--- src/rtl/wcs_pkg.sv ---
package wcs_pkg;
  typedef enum logic [1:0] {
    ST_IDLE = 2'd0,
    ST_REQ  = 2'd1,
    ST_WAIT = 2'd2
  } st_e;

  typedef enum logic {
    MODE_DATA   = 1'b0,
    MODE_TOGGLE = 1'b1
  } mode_e;
endpackage

--- src/rtl/wcs_eval.sv ---
module wcs_eval
  import wcs_pkg::*;
#(
  parameter int DW     = 16,
  parameter int DP_BIT = 7,
  parameter int TG_BIT = 6
) (
  input  logic          clk,
  input  logic          rst_n,
  input  logic          clear,
  input  logic          fire,
  input  mode_e         mode,
  input  logic [DW-1:0] data,
  input  logic [DW-1:0] expect_word,
  output logic          ok
);
  logic prev_bit_q;
  logic have_prev_q;

  always_comb begin
    if (mode == MODE_DATA) ok = (data[DP_BIT] == expect_word[DP_BIT]);
    else                   ok = have_prev_q && (data[TG_BIT] == prev_bit_q);
  end

  always_ff @(posedge clk) begin
    if (!rst_n) begin
      prev_bit_q  <= 1'b0;
      have_prev_q <= 1'b0;
    end else if (clear) begin
      have_prev_q <= 1'b0;
    end else if (fire) begin
      prev_bit_q  <= data[TG_BIT];
      have_prev_q <= 1'b1;
    end
  end

  AST_FIRST_TOGGLE_NOT_OK: assert property (@(posedge clk) disable iff (!rst_n)
    (fire && mode == MODE_TOGGLE && !have_prev_q) |-> !ok);
endmodule

--- src/rtl/wcs_confirm.sv ---
module wcs_confirm #(
  parameter int CONFIRM_READS = 2
) (
  input  logic clk,
  input  logic rst_n,
  input  logic clear,
  input  logic fire,
  input  logic ok,
  output logic confirmed
);
  localparam int RW = $clog2(CONFIRM_READS + 1);
  logic [RW-1:0] run_q;

  assign confirmed = fire && ok && (run_q == RW'(CONFIRM_READS));

  always_ff @(posedge clk) begin
    if (!rst_n || clear)   run_q <= '0;
    else if (fire) begin
      if (!ok)             run_q <= '0;
      else if (!confirmed) run_q <= run_q + 1'b1;
    end
  end

  AST_RUN_RESTART: assert property (@(posedge clk) disable iff (!rst_n)
    (fire && !ok && !clear) |=> (run_q == '0));
  AST_RUN_BOUND: assert property (@(posedge clk) disable iff (!rst_n)
    run_q <= RW'(CONFIRM_READS));
endmodule

--- src/rtl/wcs_limit.sv ---
module wcs_limit #(
  parameter int MAX_POLLS = 64
) (
  input  logic clk,
  input  logic rst_n,
  input  logic clear,
  input  logic fire,
  output logic last
);
  localparam int CW = $clog2(MAX_POLLS + 1);
  logic [CW-1:0] cnt_q;

  assign last = fire && (cnt_q == CW'(MAX_POLLS - 1));

  always_ff @(posedge clk) begin
    if (!rst_n || clear) cnt_q <= '0;
    else if (fire && cnt_q != CW'(MAX_POLLS)) cnt_q <= cnt_q + 1'b1;
  end

  AST_CNT_BOUND: assert property (@(posedge clk) disable iff (!rst_n)
    cnt_q <= CW'(MAX_POLLS));
endmodule

--- src/rtl/wcs_poller.sv ---
module wcs_poller
  import wcs_pkg::*;
#(
  parameter int AW            = 20,
  parameter int DW            = 16,
  parameter int MAX_POLLS     = 64,
  parameter int CONFIRM_READS = 2,
  parameter int DP_BIT        = 7,
  parameter int TG_BIT        = 6
) (
  input  logic          clk,
  input  logic          rst_n,
  input  logic          start,
  input  logic [AW-1:0] start_addr,
  input  logic [DW-1:0] start_expect,
  input  logic          start_mode,
  output logic          rd_req_valid,
  input  logic          rd_req_ready,
  output logic [AW-1:0] rd_req_addr,
  input  logic          rd_rsp_valid,
  output logic          rd_rsp_ready,
  input  logic [DW-1:0] rd_rsp_data,
  output logic          busy,
  output logic          done,
  output logic          timeout
);
  st_e           st_q;
  logic [AW-1:0] addr_q;
  logic [DW-1:0] exp_q;
  mode_e         mode_q;
  logic          start_fire, rsp_fire, ok, confirmed, last;

  assign start_fire   = (st_q == ST_IDLE) && start;
  assign rsp_fire     = (st_q == ST_WAIT) && rd_rsp_valid;
  assign rd_req_valid = (st_q == ST_REQ);
  assign rd_rsp_ready = (st_q == ST_WAIT);
  assign rd_req_addr  = addr_q;
  assign busy         = (st_q != ST_IDLE);

  wcs_eval #(.DW(DW), .DP_BIT(DP_BIT), .TG_BIT(TG_BIT)) u_eval (
    .clk(clk), .rst_n(rst_n), .clear(start_fire), .fire(rsp_fire),
    .mode(mode_q), .data(rd_rsp_data), .expect_word(exp_q), .ok(ok));

  wcs_confirm #(.CONFIRM_READS(CONFIRM_READS)) u_confirm (
    .clk(clk), .rst_n(rst_n), .clear(start_fire), .fire(rsp_fire),
    .ok(ok), .confirmed(confirmed));

  wcs_limit #(.MAX_POLLS(MAX_POLLS)) u_limit (
    .clk(clk), .rst_n(rst_n), .clear(start_fire), .fire(rsp_fire),
    .last(last));

  always_ff @(posedge clk) begin
    if (!rst_n) begin
      st_q    <= ST_IDLE;
      addr_q  <= '0;
      exp_q   <= '0;
      mode_q  <= MODE_DATA;
      done    <= 1'b0;
      timeout <= 1'b0;
    end else begin
      done    <= 1'b0;
      timeout <= 1'b0;
      unique case (st_q)
        ST_IDLE: if (start_fire) begin
          addr_q <= start_addr;
          exp_q  <= start_expect;
          mode_q <= mode_e'(start_mode);
          st_q   <= ST_REQ;
        end
        ST_REQ: if (rd_req_ready) st_q <= ST_WAIT;
        ST_WAIT: if (rsp_fire) begin
          if (confirmed) begin
            done <= 1'b1;
            st_q <= ST_IDLE;
          end else if (last) begin
            timeout <= 1'b1;
            st_q    <= ST_IDLE;
          end else begin
            st_q <= ST_REQ;
          end
        end
        default: st_q <= ST_IDLE;
      endcase
    end
  end

  AST_REQ_HOLD: assert property (@(posedge clk) disable iff (!rst_n)
    (rd_req_valid && !rd_req_ready) |=> (rd_req_valid && $stable(rd_req_addr)));
  AST_ONE_OUTSTANDING: assert property (@(posedge clk) disable iff (!rst_n)
    $rose(rd_rsp_ready) |-> $past(rd_req_valid && rd_req_ready));
  AST_START_IGNORED: assert property (@(posedge clk) disable iff (!rst_n)
    (busy && start) |=> $stable(rd_req_addr));
  AST_DONE_AFTER_RSP: assert property (@(posedge clk) disable iff (!rst_n)
    done |-> $past(rd_rsp_valid && rd_rsp_ready));
  AST_DONE_PULSE: assert property (@(posedge clk) disable iff (!rst_n)
    done |-> (!busy ##1 !done));
  AST_DONE_TO_EXCL: assert property (@(posedge clk) disable iff (!rst_n)
    !(done && timeout));
endmodule

--- config.mk ---
export PLATFORM = sky130hd
export DESIGN_NAME = wcs_poller
export DESIGN_NICKNAME = d
export VERILOG_FILES = /design/src/rtl/wcs_pkg.sv /design/src/rtl/wcs_eval.sv /design/src/rtl/wcs_confirm.sv /design/src/rtl/wcs_limit.sv /design/src/rtl/wcs_poller.sv
export SDC_FILE = /design/constraint.sdc
export NUM_CORES = 1
export LEC_CHECK = 0
export BUFFER_PORTS_ARGS = -buffer_cell sky130_fd_sc_hd__buf_4
export CAP_MARGIN = 20
export CORE_ASPECT_RATIO = 1.4
export CORE_MARGIN = 5
export CORE_UTILIZATION = 47
export DETAILED_ROUTE_END_ITERATION = 7
export PLACE_DENSITY = 0.94
export RECOVER_POWER = 25
export SLEW_MARGIN = 0
export SYNTH_ARGS = -nofsm -noshare
export SYNTH_HDL_FRONTEND = slang
export SYNTH_SLANG_ARGS = --single-unit
export TNS_END_PERCENT = 30
--- constraint.sdc ---
create_clock -name clk -period 4.7 [get_ports clk]
set_input_delay 0.705 -clock clk [delete_from_list [all_inputs] [get_ports clk]]
set_output_delay 0.705 -clock clk [all_outputs]
set_load 0.01 [all_outputs]
==> results_dict.tcl <==
set metrics [dict create \
    grt-ovfl-total 0 \
    initial_core_util_pct 48.5 \
    clock_path_buffers 2 \
    cts-resized-gates 0 \
    drive_gt1_share_pct 23.3 \
    synth_top_area_share_pct 48.9 \
    cts_htree_levels 2 \
    grt_pass1_wl_um 6240 \
    required_ns 3.99 \
    period_minus_slack_ns 1.86 \
    r2r_end "st_q[0]" \
    die_h_um 77.2 \
    cts_tree "built" \
    crit_type "flip-flop to primary output" \
    synthArstFlopShare_pct 0 \
    slowest_stage "dfxtp_1" \
    finalSetupViolations 0 \
    core-area_mm2 0.00312 \
    start_kind "flip-flop" \
    wl_per_cell_um 12.9 \
    crit_start "st_q[0]" \
    hold_ws_ns 0.453 \
    finalHoldViolCount 0 \
    clkTransAtPathRegs_ns 0.07 \
    crit_arrival_ns 1.15 \
    first_global_vias 1456 \
    setup_tns_ns 0 \
    worstPathMaxFanout 10 \
    synth_nets 242 \
    power_leakage_nw 0.814 \
    ir_drop_mv 0.260 \
    rrSetupSlack_ns 2.95 \
    finalNetCount 292 \
    max_clock_freq_mhz 538 \
    ys_seq_area_share_pct 48.9 \
    path_cells "and2b_1 -> buf_4" \
    synth_area_per_cell_um2 8.36 \
    rsz0062_at_grt "no" \
    ios 83 \
    cts_buffers 5 \
    cts_root_buf "clkbuf_8" \
    netlist.top_cell.by_area "dfxtp_1" \
    drc_errors 0 \
    crit_path_end_kind "primary output" \
    rr_startpoint "st_q[1]" \
    final.setup_skew_ns 0.00657 \
    synth_warnings 0 \
    syn2layout_area_growth_pct 28.2 \
    grt_usage_pct 17.7 \
    drtAntennaViolNets 0 \
    die_x_um 58.0 \
    antenna_found_initial 0 \
    netlist_instances 181 \
    vias 1358 \
    ys_types 38 \
    routabilityCongestion 0.773 \
    post-route-cell-area_mm2 0.00194 \
    dr.pass1.iters 4 \
    post-route-util_pct 62.1 \
    rows 24 \
    outcome "complete, no violations" \
    drtIter0Drc 30 \
    power.density_mw_per_mm2 342 \
    tightest_slew_ns 0.876 \
    finalCritPeriodShare_pct 39.5 \
    cts_sinks 37 \
    slew_headroom_pct 41.5 \
    max_stage_delay_ns 0.49 \
    fin_total_pwr_mw 0.664 \
    place_area_mm2 0.00191 \
    port_buffers 53 \
    synth_flop_cell "dfxtp_1" \
    synth_seq_cells 37 \
    pre_cts_ws_ns 2.65 \
    setup_ws_ns 2.84 \
    synth-edff-count 0 \
    clk_latency_ns 0.29 \
    cap_viol_max_count 0 \
    wl_um 3500 \
    drv_slew 0 \
    syn-cell-area_mm2 0.00151 \
    grt_max_degree 30 \
    instances_no_fill 271 \
    reg2reg_depth 4 \
    cts_setup_buffers 0 \
    place_inst 263 \
    crit_path_end "rd_rsp_ready" \
    hpwl_um 2600 \
    antennaDiodeCount 0 \
    die-area_mm2 0.00447 \
    synth.area.top_cells "dfxtp_1 (49%), nand2_1 (13%), a21oi_1 (8.3%)" \
    holdBufCountCts 0 \
    hold_class "flip-flop to flip-flop" \
    viasPerCell 5.01 \
]
## area by class of cell
type	count	area [um^2]
fill	274	1180
sequential	37	741
multi-input combinational	127	697
timing repair buffer	54	349
clock buffer	6	72.6
tap	39	48.8
inverter	6	22.5
clock inverter	2	10.0
## logic make-up after synthesis
kind of cell,Yosys count,synth area share [%]
simple gates,82,25.6
buf+inv,17,5.37
xor+xnor,6,3.47
compound gates,34,12.8
flops,37,48.9
mux,2,1.32
fa+ha+maj,3,2.48
## worst min path at each step
stage | from | end | slack (ns) | cells past startpoint
after detailed placement | rd_req_addr[13] | rd_req_addr[13] | 0.45 | 2
final | rd_req_addr[8] | rd_req_addr[8] | 0.45 | 2
after global routing | rd_req_addr[8] | rd_req_addr[8] | 0.47 | 2
after global placement | rd_req_addr[8] | rd_req_addr[8] | 0.44 | 2
after floorplan | u_eval.have_prev_q | u_eval.have_prev_q | 0.44 | 2
after CTS | rd_req_addr[13] | rd_req_addr[13] | 0.46 | 2
## placed cells by master, fill, tap and decap left out, types with 2 or more instances in the layout
cell / netlist / final
nand2_1: 52 / 52
buf_4: 0 / 39
dfxtp_1: 37 / 37
a21oi_1: 25 / 25
clkbuf_1: 6 / 16
nor2_1: 12 / 12
inv_1: 6 / 6
xor2_1: 5 / 5
clkbuf_8: 0 / 5
nand4_1: 3 / 3
ha_1: 3 / 3
nor3b_2: 1 / 2
mux2i_1: 2 / 2
clkinv_2: 0 / 2
## power by group
group / internal [mW] / switching, mW
combinational: 0.0496 / 0.0581
sequential: 0.331 / 0.0124
clock: 0.103 / 0.110
## flip-flops by register name (all words and copies together), names as in the netlist
name and flops:
rd_req_addr 20, u_limit.cnt_q 7, st_q 2, u_confirm.run_q 2
done 1, exp_q 1, mode_q 1, timeout 1
u_eval.have_prev_q 1, u_eval.prev_bit_q 1
## routing by layer
metal	share of wire [%]	up-vias	track usage, %
met5	0	-	0
met4	1.9	0	7.89
met3	7.5	7	7.56
met2	53	38	30.5
met1	38	616	17.9
li1	-	697	-
## critical path: cells and delay by family (launching register included)
| family | cells | cell delay, ns |
|---|---|---|
| and+or+nand+nor | 1 | 0.23 |
| buffers and inverters | 1 | 0.14 |
| DFF | 1 | 0.49 |
## cell usage after synthesis, drive strengths merged, types with 2 or more instances
library cell / instances
nand4: 4
buf: 5
nor2: 12
a21oi: 25
ha: 3
nor3b: 2
inv: 6
nand2: 53
mux2i: 2
clkbuf: 6
xor2: 5
dfxtp: 37
No activity file was read; power rests on OpenSTA's default activity.
